<file path="config.mk">
export PLATFORM = sky130hd
export DESIGN_NAME = pwm_timer
export DESIGN_NICKNAME = d
export VERILOG_FILES = /design/src/rtl/tmr_pkg.sv /design/src/rtl/tmr_prescale.sv /design/src/rtl/tmr_count.sv /design/src/rtl/tmr_pwm.sv /design/src/rtl/pwm_timer.sv
export SDC_FILE = /design/constraint.sdc
export NUM_CORES = 1
export LEC_CHECK = 0
export ABC_AREA = 1
export BUFFER_PORTS_ARGS = -buffer_cell sky130_fd_sc_hd__buf_2
export CORE_ASPECT_RATIO = 0.6
export CORE_MARGIN = 2
export CORE_UTILIZATION = 45
export DETAILED_ROUTE_END_ITERATION = 6
export GPL_TIMING_DRIVEN = 0
export PLACE_DENSITY = 0.64
export SLEW_MARGIN = 20
export SYNTH_ARGS = -nofsm -noshare
export SYNTH_HDL_FRONTEND = slang
export SYNTH_SLANG_ARGS = --single-unit
</file>
<file path="constraint.sdc">
create_clock -name clk_i -period 3.15 [get_ports clk_i]
set_input_delay 0 -clock clk_i [delete_from_list [all_inputs] [get_ports clk_i]]
set_output_delay 0 -clock clk_i [all_outputs]
set_load 0.005 [all_outputs]
</file>
<file path="src/rtl/tmr_pkg.sv">
package tmr_pkg;
  localparam int CNT_W  = 32;
  localparam int PRE_W  = 3;
  localparam int ADDR_W = 3;
  localparam int CTRL_W = 13;
  localparam int STS_W  = 3;

  localparam logic [ADDR_W-1:0] A_CTRL = 3'd0;
  localparam logic [ADDR_W-1:0] A_CNT  = 3'd1;
  localparam logic [ADDR_W-1:0] A_LOAD = 3'd2;
  localparam logic [ADDR_W-1:0] A_CMP  = 3'd3;
  localparam logic [ADDR_W-1:0] A_TRIG = 3'd4;
  localparam logic [ADDR_W-1:0] A_STS  = 3'd5;
  localparam logic [ADDR_W-1:0] A_IEN  = 3'd6;
  localparam logic [ADDR_W-1:0] A_WEN  = 3'd7;

  localparam int B_START = 0;
  localparam int B_AR    = 1;
  localparam int B_PS_LO = 2;
  localparam int B_PS_EN = 5;
  localparam int B_CE    = 6;
  localparam int B_DFLT  = 7;
  localparam int B_SEL   = 10;
  localparam int B_TOG   = 12;

  localparam int S_MAT = 0;
  localparam int S_OVF = 1;
endpackage

</file>
<file path="src/rtl/tmr_prescale.sv">
module tmr_prescale #(
  parameter int PRE_W = 3
) (
  input  logic             clk_i,
  input  logic             rst_ni,
  input  logic             run_i,
  input  logic             tick_i,
  input  logic             en_i,
  input  logic [PRE_W-1:0] sel_i,
  output logic             step_o
);
  localparam int DIV_W = 1 << PRE_W;

  logic [DIV_W-1:0] div_q, mask;
  logic             term;

  // low (sel+1) bits all ones marks the last tick of a period
  assign mask   = ~({DIV_W{1'b1}} << ({1'b0, sel_i} + 1'b1));
  assign term   = (div_q & mask) == mask;
  assign step_o = run_i && tick_i && (!en_i || term);

  always_ff @(posedge clk_i or negedge rst_ni) begin
    if (!rst_ni)             div_q <= '0;
    else if (!run_i || !en_i) div_q <= '0;
    else if (tick_i)         div_q <= term ? '0 : div_q + 1'b1;
  end

  AST_PRE_GAP: assert property (@(posedge clk_i) disable iff (!rst_ni)
    (en_i && step_o) |=> !(step_o && en_i && $stable(sel_i)));
endmodule

</file>
<file path="src/rtl/tmr_count.sv">
module tmr_count #(
  parameter int CNT_W = 32
) (
  input  logic             clk_i,
  input  logic             rst_ni,
  input  logic             step_i,
  input  logic             wr_i,
  input  logic [CNT_W-1:0] wdata_i,
  input  logic             trig_i,
  input  logic [CNT_W-1:0] load_i,
  input  logic [CNT_W-1:0] cmp_i,
  input  logic             ar_i,
  input  logic             ce_i,
  output logic [CNT_W-1:0] cnt_o,
  output logic             ovf_o,
  output logic             mat_o,
  output logic             stop_o
);
  logic [CNT_W-1:0] cnt_q, nxt;
  logic             adv;

  assign adv    = step_i && !wr_i && !trig_i;
  assign ovf_o  = adv && (&cnt_q);
  assign nxt    = (&cnt_q) ? (ar_i ? load_i : '0) : cnt_q + 1'b1;
  assign mat_o  = adv && ce_i && (nxt == cmp_i);
  assign stop_o = ovf_o && !ar_i;
  assign cnt_o  = cnt_q;

  always_ff @(posedge clk_i or negedge rst_ni) begin
    if (!rst_ni)     cnt_q <= '0;
    else if (wr_i)   cnt_q <= wdata_i;
    else if (trig_i) cnt_q <= load_i;
    else if (adv)    cnt_q <= nxt;
  end

  AST_RELOAD_SAME_EDGE: assert property (@(posedge clk_i) disable iff (!rst_ni)
    (ovf_o && ar_i) |=> (cnt_q == $past(load_i)));
  AST_ONESHOT_ZERO: assert property (@(posedge clk_i) disable iff (!rst_ni)
    (ovf_o && !ar_i) |=> (cnt_q == '0));
  AST_HOLD_IDLE: assert property (@(posedge clk_i) disable iff (!rst_ni)
    (!step_i && !wr_i && !trig_i) |=> $stable(cnt_q));
  AST_TRIG_COPY: assert property (@(posedge clk_i) disable iff (!rst_ni)
    (trig_i && !wr_i) |=> (cnt_q == $past(load_i)));
endmodule

</file>
<file path="src/rtl/tmr_pwm.sv">
module tmr_pwm (
  input  logic       clk_i,
  input  logic       rst_ni,
  input  logic       ovf_i,
  input  logic       mat_i,
  input  logic [1:0] sel_i,
  input  logic       dflt_i,
  input  logic       tog_i,
  output logic       pwm_o
);
  logic evt, lvl_q, pls_q;

  assign evt   = ((sel_i != 2'd0) && ovf_i) || (sel_i[1] && mat_i);
  assign pwm_o = tog_i ? lvl_q : (dflt_i ^ pls_q);

  always_ff @(posedge clk_i or negedge rst_ni) begin
    if (!rst_ni) begin
      lvl_q <= 1'b0;
      pls_q <= 1'b0;
    end else begin
      pls_q <= evt && !tog_i;
      if (sel_i == 2'd0)      lvl_q <= dflt_i;
      else if (tog_i && evt)  lvl_q <= ~lvl_q;
    end
  end

  AST_PULSE_ONE_CYCLE: assert property (@(posedge clk_i) disable iff (!rst_ni)
    (pls_q && !(evt && !tog_i)) |=> !pls_q);
  AST_TOGGLE_FLIP: assert property (@(posedge clk_i) disable iff (!rst_ni)
    (tog_i && evt && sel_i != 2'd0) |=> (lvl_q != $past(lvl_q)));
endmodule

</file>
<file path="src/rtl/pwm_timer.sv">
module pwm_timer
  import tmr_pkg::*;
(
  input  logic              clk_i,
  input  logic              rst_ni,
  input  logic              tick_i,
  input  logic              we_i,
  input  logic [ADDR_W-1:0] addr_i,
  input  logic [CNT_W-1:0]  wdata_i,
  output logic [CNT_W-1:0]  rdata_o,
  output logic              irq_o,
  output logic              wake_o,
  output logic              pwm_o
);
  logic [CTRL_W-1:0] ctrl_q;
  logic [CNT_W-1:0]  load_q, cmp_q, cnt;
  logic [STS_W-1:0]  sts_q, ien_q, wen_q, sts_set, sts_clr;
  logic              wr_ctrl, wr_cnt, wr_trig, step, ovf, mat, stop;

  assign wr_ctrl = we_i && addr_i == A_CTRL;
  assign wr_cnt  = we_i && addr_i == A_CNT;
  assign wr_trig = we_i && addr_i == A_TRIG;

  tmr_prescale #(.PRE_W(PRE_W)) u_pre (
    .clk_i, .rst_ni,
    .run_i (ctrl_q[B_START]),
    .tick_i,
    .en_i  (ctrl_q[B_PS_EN]),
    .sel_i (ctrl_q[B_PS_LO +: PRE_W]),
    .step_o(step)
  );

  tmr_count #(.CNT_W(CNT_W)) u_cnt (
    .clk_i, .rst_ni,
    .step_i (step),
    .wr_i   (wr_cnt),
    .wdata_i,
    .trig_i (wr_trig),
    .load_i (load_q),
    .cmp_i  (cmp_q),
    .ar_i   (ctrl_q[B_AR]),
    .ce_i   (ctrl_q[B_CE]),
    .cnt_o  (cnt),
    .ovf_o  (ovf),
    .mat_o  (mat),
    .stop_o (stop)
  );

  tmr_pwm u_pwm (
    .clk_i, .rst_ni,
    .ovf_i (ovf),
    .mat_i (mat),
    .sel_i (ctrl_q[B_SEL +: 2]),
    .dflt_i(ctrl_q[B_DFLT]),
    .tog_i (ctrl_q[B_TOG]),
    .pwm_o
  );

  assign sts_set = {1'b0, ovf, mat};
  assign sts_clr = (we_i && addr_i == A_STS) ? wdata_i[STS_W-1:0] : '0;

  always_ff @(posedge clk_i or negedge rst_ni) begin
    if (!rst_ni) begin
      ctrl_q <= '0;
      load_q <= '0;
      cmp_q  <= '0;
      sts_q  <= '0;
      ien_q  <= '0;
      wen_q  <= '0;
    end else begin
      if (wr_ctrl)   ctrl_q <= wdata_i[CTRL_W-1:0];
      else if (stop) ctrl_q[B_START] <= 1'b0;
      if (we_i && addr_i == A_LOAD) load_q <= wdata_i;
      if (we_i && addr_i == A_CMP)  cmp_q  <= wdata_i;
      if (we_i && addr_i == A_IEN)  ien_q  <= wdata_i[STS_W-1:0];
      if (we_i && addr_i == A_WEN)  wen_q  <= wdata_i[STS_W-1:0];
      sts_q <= (sts_q & ~sts_clr) | sts_set;
    end
  end

  assign irq_o  = |(sts_q & ien_q);
  assign wake_o = |(sts_q & wen_q);

  always_comb begin
    unique case (addr_i)
      A_CTRL:  rdata_o = {{(CNT_W-CTRL_W){1'b0}}, ctrl_q};
      A_CNT:   rdata_o = cnt;
      A_LOAD:  rdata_o = load_q;
      A_CMP:   rdata_o = cmp_q;
      A_STS:   rdata_o = {{(CNT_W-STS_W){1'b0}}, sts_q};
      A_IEN:   rdata_o = {{(CNT_W-STS_W){1'b0}}, ien_q};
      A_WEN:   rdata_o = {{(CNT_W-STS_W){1'b0}}, wen_q};
      default: rdata_o = '0;
    endcase
  end

  AST_ONESHOT_STOP: assert property (@(posedge clk_i) disable iff (!rst_ni)
    (stop && !wr_ctrl) |=> !ctrl_q[B_START]);
  AST_W1C_OVF: assert property (@(posedge clk_i) disable iff (!rst_ni)
    (sts_clr[S_OVF] && !ovf) |=> !sts_q[S_OVF]);
  AST_SET_WINS: assert property (@(posedge clk_i) disable iff (!rst_ni)
    mat |=> sts_q[S_MAT]);
  AST_NO_CAPTURE: assert property (@(posedge clk_i) disable iff (!rst_ni)
    !sts_q[2]);
endmodule

</file>
# ---- Word level (Yosys, flattened, before mapping)
# Index checks and enable logic that the tools add are counted.
dict set report word_totals {
  reg_bits 128
  latchBits 0
  ram_bits 0
  romBits 0
  output_inout_bits 35
  memories 0
}
dict set report op_classes {
  n_addsub 3
  multipliers 0
  div 0
  magnitude_cmp 0
  eq_ne 9
  n_shift 1
  mux 15
  bitwise_logic 9
  reduce_logical 39
}
# operator count
set ops {}
lappend ops {{$pmux 32 s7} 1}
lappend ops {{$mux 32} 5}
lappend ops {{$add 32x1->32 const B} 1}
lappend ops {{$eq 32x32->1} 1}
lappend ops {{$reduce_and 32->1} 1}
lappend ops {{$mux 8} 3}
lappend ops {{$logic_and 1x1->1} 20}
lappend ops {{$eq 3x3->1 const B} 4}
lappend ops {{$and 3x3->3} 3}
lappend ops {{$add 8x1->8 const B} 1}
lappend ops {{$and 8x8->8} 1}
lappend ops {{$eq 8x8->1} 1}
lappend ops {{$not 8->8} 1}
lappend ops {{$reduce_bool 2->1} 4}
lappend ops {{$shl 8x4->8 const A} 1}
lappend ops {{$eq 3x2->1 const B} 2}
lappend ops {{$logic_not 1->1} 6}
lappend ops {{$reduce_or 3->1} 2}
lappend ops {{$mux 1} 5}
lappend ops {{$add 3x1->4 const B} 1}
lappend ops {{$eq 3x1->1 const B} 1}
lappend ops {{$logic_not 3->1} 1}
lappend ops {{$logic_or 1x1->1} 3}
lappend ops {{$mux 3} 1}
lappend ops {{6 further kinds} 6}

# ---- Depth between registers and ports, before layout
# Gate-level depths: netlist of the first run.
dict set report logic_depth {
  word_depth 16
  depth_mapped 22
}

# ---- Hierarchy
# A second synthesis of the first run with hierarchy kept.
dict set report hier_totals {
  hier_cells 1346
  area_unflattened_um2 8859.7
}
# mod instances cells_per_inst area_each_um2 seq_area_each_um2
set by_module_without_submodules {}
lappend by_module_without_submodules {pwm_timer 1 560 4291.6 2152.1}
lappend by_module_without_submodules {tmr_count 1 694 3881.2 800.8}
lappend by_module_without_submodules {tmr_prescale 1 73 561.8 200.2}
lappend by_module_without_submodules {tmr_pwm 1 19 125.1 50.0}

# ---- Worst setup path after synthesis of the first run
# No wires, ideal clock.
dict set report synth_path {
  path_type {register to register}
  startpoint {register u_cnt.cnt_q[0] (netlist: u_cnt.cnt_o[0])}
  endpoint {register u_pwm.lvl_q}
  setup_ns 0.116
  arrival_ns 2.172
  required_time_ns 3.034
  path_slack_ns 0.861
  path_stages_with_launch 20
  path_buffers 1
  period_less_slack_ns 2.289
  cell_sequence {dfrtp_1 ha_1 nand2_2 nor2_4 nand2_4 nor2_8 nand3_4 inv_6 buf_12 o21ai_1 nand3b_1 nand3_1 nor2_1 nand2_1 nor2_2 nand3_2 nand2_1 nand2_1 nand3_1 nand2_1}
}
dict set report synth_via {
  elab_chain_len 8
  elab_cells_between_ends 11
  classes_between {1 x add/sub; 1 x eq/ne; 1 x mux; 8 x reduce/logical}
}
# item line_no
set synth_rtl {}
lappend synth_rtl {{start: declaration} tmr_count.sv:19} ;# logic [CNT_W-1:0] cnt_q, nxt;
lappend synth_rtl {{start signal: assignment} tmr_count.sv:31} ;# else if (wr_i) cnt_q <= wdata_i;
lappend synth_rtl {{start signal: assignment} tmr_count.sv:32} ;# else if (trig_i) cnt_q <= load_i;
lappend synth_rtl {{start signal: assignment} tmr_count.sv:33} ;# else if (adv) cnt_q <= nxt;
lappend synth_rtl {{$add 32x1->32 or $reduce_and 32->1 (tied branches)} {tmr_count.sv:24, tmr_count.sv:23}}
lappend synth_rtl {{$mux 32} tmr_count.sv:24} ;# assign nxt = (&cnt_q) ? (ar_i ? load_i : '0) : cnt_q + 1'b1;
lappend synth_rtl {{$eq 32x32->1} tmr_count.sv:25} ;# assign mat_o = adv && ce_i && (nxt == cmp_i);
lappend synth_rtl {{$logic_and 1x1->1} tmr_count.sv:25}
lappend synth_rtl {{$logic_and 1x1->1} tmr_pwm.sv:13} ;# assign evt = ((sel_i != 2'd0) && ovf_i) || (sel_i[1] && mat_i);
lappend synth_rtl {{$logic_or 1x1->1 *} tmr_pwm.sv:13}
lappend synth_rtl {{$logic_and 1x1->1 *} tmr_pwm.sv:23} ;# else if (tog_i && evt) lvl_q <= ~lvl_q;
lappend synth_rtl {{$reduce_bool 2->1 (no line) *} --}
lappend synth_rtl {{end signal: assignment} tmr_pwm.sv:22} ;# if (sel_i == 2'd0) lvl_q <= dflt_i;
lappend synth_rtl {{end signal: assignment} tmr_pwm.sv:23}
lappend synth_rtl {{end: declaration} tmr_pwm.sv:11} ;# logic evt, lvl_q, pls_q;
# Mark *: on every way between the ends. The rest lies on a longest branch, timed or not.
# A chain may end at the register's enable or synchronous reset.

# ---- Worst setup path after layout of the first run
dict set report layout_path {
  startpoint {register u_cnt.cnt_q[1] (netlist: u_cnt.cnt_o[1])}
  endpoint {register u_pwm.lvl_q}
}
# The elaborated chain is that of the path after synthesis.

==> qor.csv, run 1 <==
stage,metric,value,unit
synth,simple-gate share of the synthesized area,31.9,%
place,GP Congestion,0.998,
route,Iter 0 DRT Violations,1247,
synth,Yosys Warn Count,0,
route,Avg WL per Cell,20.7,um
synth,Yosys top cell by area,dfrtp_1,
synth,largest family of logic cells by synthesized area,simple AND/OR/NAND/NOR gates,
die,site row count,38,
sta,crit path time final,3.13,ns
sta,pins over their slew limit,0,
setup_path,Crit path top cell by count,nand2_1,
layout,final design utilization,55.4,%
layout,Non-Filler Instances,1631,
layout,layout cells sized above 1,11.2,%
route,Total Wirelength,33.8,mm
layout,area growth from synthesis to layout,19.8,%
die,I/O Pins,74,
setup_path,Crit path max-delay family,simple AND/OR/NAND/NOR gates,
setup_path,CP peak stage delay,0.42,ns
synth,Post-synth EDFFs,0,
route,Final ANT Viol Nets,0,
layout,area occupied by multi-input gates,4460,um2
clock_tree,worst skew pair latency,0.44,ns
route,Detailed Routing Iterations Pass 1,7,
synth,compound-gate portion of the synthesized area,18.7,%
grt,global-route wire length before repair,50.8,mm
synth,mux cell area share after synthesis,0,%
synth,register area share after synthesis,38.0,%
run_status,status,"finished, final reports clean",
setup_path,CP Cell Sequence,"ha_1, nand2_2, nor2_4, nand2_4, nor2_8, nand3_4, inv_6, buf_12, nand3_2, nand3_1, nand2_1, inv_1, nand2_1, nor2_1, nand2_1, nor2_2, nand3_2, nand2_1, nand2_1, nand3_1, nand2_1",
setup_path,slowest CP cell,dfrtp_1,
setup_path,Worst EP arrival,3.46,ns
sta,slew margin rel.,32.4,%
synth,synthesized area per cell,6.76,um2
clock_tree,Root Driver,clkbuf_16,
power,Tot Pwr,6.83,mW
synth,Post-Syn Area,8420,um2
power,leakage power,4.91,nW
place,Placed Cells,1560,
setup_path,worst path required time,3.48,ns
sta,fmax,0.320,GHz
route,number of vias per cell,5.81,
place,port bufs,72,
power,Max IR drop VDD,0.000476,V
setup_path,CP Class,reg2reg,
setup_path,CP Capture Type,register,
synth,most frequent cells after synthesis,"419 x nand2_1, 157 x o21ai_0, 139 x inv_1, 128 x dfrtp_1, 79 x nor2_1",
sta,final number of hold-violating endpoints,0,
synth,post-synthesis adder-cell area fraction,0.743,%
grt,GRT Residual Overflow,0,
sta,crit share post-route,99.2,%
clock_tree,clk sinks,128,
setup_path,startpoint types,register,
route,Vias,9470,
setup_path,WP depth,21,
layout,Finished Cell Area,10100,um2
synth,synth top area cells,"dfrtp_1 38%, nand2_1 19%, o21ai_0 9.3%, inv_1 6.2%, nand3_1 4.2%",
grt,total global-route track usage,34.8,%
synth,xor/xnor share of the synthesized area,1.35,%
die,die height,110,um
sta,TNS Setup,0,ns
clock_tree,H-tree lvl count,4,
grt,initial antenna violation count,1,
synth,#FFs+latches synth,128,
place,pre-CTS setup slack,-0.0368,ns
synth,area share of the largest cell type after synthesis,38.0,%
setup_path,CP Max Fanout,10,
sta,hold slack,0.0667,ns
die,core area,18200,um2
layout,register area,3200,um2
synth,most numerous cell in the Yosys netlist,nand2_1,
synth,net count after synthesis,1291,
sta,unrepaired setup endpoints after global routing,true,
die,starting density of the core,46.3,%
clock_tree,Clock transition at path regs,0.06,ns
synth,Syn Inst Count,1247,
layout,Layout Nets,1421,
die,Die Area,19900,um2
sta,final setup vio count,0,
sta,final setup margin,0.0245,ns
place,Detail Placement HPWL,24.9,mm
sta,Layout Skew,0.0119,ns
power,PD cells,677,nW/um2
place,DP Area,9120,um2
min_path,Tightest Hold Check Type,in2async,
sta,worst-margin pin slew,1.01,ns
clock_tree,worst-case clock buffer depth,2,
synth,Synth cell types,39,
clock_tree,CTS tree,built,
route,drt drc,0,
die,Die Wd,181,um
synth,Synth Flop Type,dfrtp_1,
setup_path,"Buf+Inv Stages, Crit Path",3,
setup_path,FF-to-FF Start,u_cnt.cnt_o[1],
setup_path,crit path from,u_cnt.cnt_o[1],
clock_tree,CTS buffer count,17,
synth,Async SR Flop Fraction,100,%
grt,vias in the first global route,8461,
grt,largest net degree at the start of global routing,73,
layout,filler cell count,1809,
setup_path,worst r2r path cells,21,
run,maxcap violations,0,
logic make-up (layout without fill, tap and decap cells):
kind of cell / Yosys count / count (layout)
AOI/OAI and AO/OA: 277 / 277
xor gates and xnor gates: 13 / 13
adders and majority gates: 5 / 5
buffers and inverters: 195 / 338
DFF: 128 / 128
other: 0 / 1
and+or+nand+nor: 629 / 629
report_power, final:
group	switching, mW	internal, mW
registers	0.541	2.05
clock network	0.833	1.16
logic	1.45	0.801
total	2.82	4.01
path summary, 6_finish.rpt:
path,slack [ns],endpoint
min reg2reg,0.48,load_q[27]
min,0.07,u_pre.div_q[2]
max,0.02,u_pwm.lvl_q
max reg2reg,0.02,u_pwm.lvl_q
min in group clk_i,0.08,sts_q[2]
max in group asynchronous,2.35,cmp_q[17]
area by class of cell:
cell class | instances | area share [%]
multi-input cells | 924 | 44.2
flip-flops and latches | 128 | 31.8
repair buffers | 111 | 7.62
inverters | 146 | 5.54
clock buffers | 18 | 4.25
well taps | 240 | 2.98
plain buffers | 49 | 2.26
clock inverters | 14 | 1.41
diodes | 1 | 0.0248
layer usage:
metal / GRT usage, % / vias up / share of wire, %
li1: - / 4361 / -
met1: 53.7 / 4469 / 48
met2: 45.4 / 587 / 37
met3: 10.5 / 53 / 13
met4: 10.8 / 0 / 1.8
met5: 0 / - / 0
cells in the final DEF (no fill, tap or decap), types with 13 or more instances in the layout:
cell	count
nand2_1	418
buf_2	73
nor2_1	77
a21oi_1	50
nand3_1	70
o221ai_1	20
clkbuf_1	40
inv_1	139
o22ai_1	13
clkbuf_16	17
o21ai_0	157
dfrtp_1	128
dlygate4sd3_1	34
sequential cells by signal, summed over array words and instances (netlist names):
signal	flops
u_pwm.pls_q	1
u_cnt.cnt_o	32
ctrl_q	13
wen_q	3
load_q	32
u_pwm.lvl_q	1
u_pre.div_q	8
sts_q	3
ien_q	3
cmp_q	32
what timing repair did:
action / in CTS / in global routing
endpoints found under the setup margin: 1 / 16
gates resized for setup: 1 / 8
hold buffers: 34 / 0
pin swaps: 0 / 1
gates cloned: 0 / 0
hold endpoints to repair: 238 / 0
setup buffers: 0 / 4
Note: power is estimated with default switching activity, not from simulation.
==> run 2: changes to the inputs <==
REMOVE_ABC_BUFFERS = 1   (was not set)
==> run 2 against run 1 <==
Final cell count down 2.5%; sequential share of layout area grew 0.29 points; worst setup slack better by 0.040 ns; power is 1.0% lower; sequential power hardly changed; non-clock buffer count decreased by 39; critical path type unchanged.
==> qor.csv, run 2 (synthesis gave the netlist of run 1 again) <==
stage,metric,value,unit,change
grt,most used routing layer,met1,,
layout,most frequent cells in the layout,"416 x nand2_1, 157 x o21ai_0, 139 x inv_1",,
die,core area,18200,um2,unchanged
grt,grt met2 use,38.9,%,-6.5 points
grt,initial antenna violation count,0,,-1
setup_path,WP depth,21,,unchanged
setup_path,worst path required time,3.48,ns,about the same
min_path,Tightest Hold Check Type,in2reg,,
layout,Layout Nets,1382,,-2.7%
setup_path,Worst Setup EP,u_pwm.lvl_q,,
clock_tree,worst-case clock buffer depth,2,,unchanged
grt,met3 Use GR,8.80,%,-1.7 points
route,Vias,8819,,-6.9%
setup_path,RR Endpoint,u_pwm.lvl_q,,
route,Total Wirelength,28.6,mm,-15%
place,DP Area,9010,um2,-1.2%
setup_path,CP Max Fanout,7,,-3
setup_path,worst r2r path cells,21,,unchanged
sta,worst-margin pin slew,1.11,ns,+0.0987 ns
sta,final setup margin,0.0647,ns,+0.0402 ns
clock_tree,clk sinks,128,,unchanged
power,Max IR drop VDD,0.000471,V,-1.1%
place,GP Congestion,0.886,,-11%
sta,fmax,0.324,GHz,+1.3%
die,site row count,38,,unchanged
sta,slew margin rel.,25.8,%,-6.7 points
layout,area growth from synthesis to layout,18.8,%,
place,port bufs,73,,+1.4%
place,pre-CTS setup slack,-0.923,ns,-0.886 ns
layout,"commonest non-fill, non-tap cell in the layout",nand2_1,,
sta,final setup vio count,0,,unchanged
grt,global-route wire length before repair,45.6,mm,-10%
sta,pins over their slew limit,0,,unchanged
setup_path,Crit path max-delay family,simple AND/OR/NAND/NOR gates,,
grt,vias in the first global route,7928,,-6.3%
die,Die Area,19900,um2,unchanged
sta,hold slack,0.0299,ns,-0.0367 ns
route,Avg WL per Cell,18.0,um,-13%
grt,GRT Residual Overflow,0,,unchanged
die,starting density of the core,46.3,%,unchanged
grt,largest net degree at the start of global routing,69,,-5.5%
setup_path,"Buf+Inv Stages, Crit Path",2,,-1
power,leakage power,4.91,nW,about the same
route,drt drc,0,,unchanged
setup_path,CP Class,reg2reg,,
clock_tree,H-tree lvl count,4,,unchanged
sta,crit path time final,3.09,ns,-0.0402 ns
setup_path,startpoint types,register,,
place,Detail Placement HPWL,20.0,mm,-20%
sta,unrepaired setup endpoints after global routing,true,,
layout,ANT cells,0,,-1
run,maxcap violations,0,,unchanged
clock_tree,worst skew pair latency,0.44,ns,about the same
setup_path,CP Cell Sequence,"ha_1, nand2_2, nor2_4, nand2_4, nor2_8, buf_4, nand3_1, nand2_1, nand2_1, nand2_1, nand2_1, inv_1, nand2_1, nor2_1, nand2_1, nor2_2, nand3_2, nand2_1, nand2_1, nand3_1, nand2_1",,
layout,Finished Cell Area,10000,um2,-0.83%
setup_path,Crit path top cell by count,nand2_1,,
power,PD cells,676,nW/um2,-0.22%
grt,total global-route track usage,30.2,%,-4.6 points
clock_tree,CTS buffer count,17,,unchanged
route,Iter 0 DRT Violations,1068,,-14%
setup_path,CP peak stage delay,0.42,ns,about the same
run_status,status,"finished, final reports clean",,
die,die height,110,um,unchanged
setup_path,worst reg2reg setup slack,0.06,ns,+0.04 ns
sta,final number of hold-violating endpoints,0,,unchanged
sta,Layout Skew,0.0123,ns,+0.000441 ns
sta,crit share post-route,97.9,%,-1.3 points
clock_tree,Clock transition at path regs,0.06,ns,about the same
setup_path,crit path from,u_cnt.cnt_o[1],,
setup_path,FF-to-FF Start,u_cnt.cnt_o[1],,
route,Final ANT Viol Nets,0,,unchanged
setup_path,CP Capture Type,register,,
clock_tree,CTS tree,built,,
setup_path,slowest CP cell,dfrtp_1,,
die,I/O Pins,74,,unchanged
die,Die Wd,181,um,unchanged
route,number of vias per cell,5.54,,-4.5%
clock_tree,Root Driver,clkbuf_16,,
setup_path,Worst EP arrival,3.42,ns,-0.04 ns
layout,layout cells sized above 1,11.8,%,+0.55 points
grt,met1 usage,47.8,%,-5.9 points
sta,TNS Setup,0,ns,unchanged
route,Detailed Routing Iterations Pass 1,5,,-2
==> run 2: repair_timing <==
action,CTS,global route
endpoints found under the setup margin,16,16
buffers inserted,2,4
endpoints found under the hold margin,184,0
gates resized for setup,5,5
hold buffers,34,0
pin swaps,1,2
cloned,0,0
==> run 2: worst min-delay path by stage <==
stage | startpoint | end | cells past startpoint
after floorplan | rst_ni | cmp_q[0] | 0
after CTS | we_i | sts_q[2] | 3
after detailed placement | rst_ni | u_pre.div_q[6] | 1
final | we_i | sts_q[2] | 3
after global placement | wdata_i[17] | cmp_q[17] | 3
after global routing | we_i | sts_q[2] | 3
==> run 2: area by class of cell <==
cell class	count	area (um2)
fill	1777	8210
clock buffer	26	489
timing repair buffer	121	876
multi-input combinational	924	4490
tap	240	300
sequential	128	3210
inverter	146	566
clock inverter	6	80.1
==> run 2: worst reg2reg max path, delay by kind of cell (launching register included) <==
family	cells	cell delay [ns]
and+or+nand+nor	18	2.07
DFF	1	0.42
adders and majority gates	1	0.22
buffers and inverters	2	0.28
==> run 2: where the power goes <==
part | switching [mW] | internal, mW | total (mW)
clock network | 0.750 | 1.22 | 1.97
logic | 1.37 | 0.802 | 2.18
registers | 0.563 | 2.05 | 2.61
==> run 2: layer usage <==
metal	share of wire, %	wire, um
met1	51	14700
met2	37	10600
met3	10	2980
met4	1.1	313
met5	0	0
==> run 2: metrics by stage <==
step	power (mW)	util, %	cells
CTS	6.70	54.7	1587
detailed placement	4.68	49.5	1519
global route	7.21	54.9	1591
floorplan	3.92	-	1198
finish	6.76	54.9	1591
global placement	4.62	48.7	1511
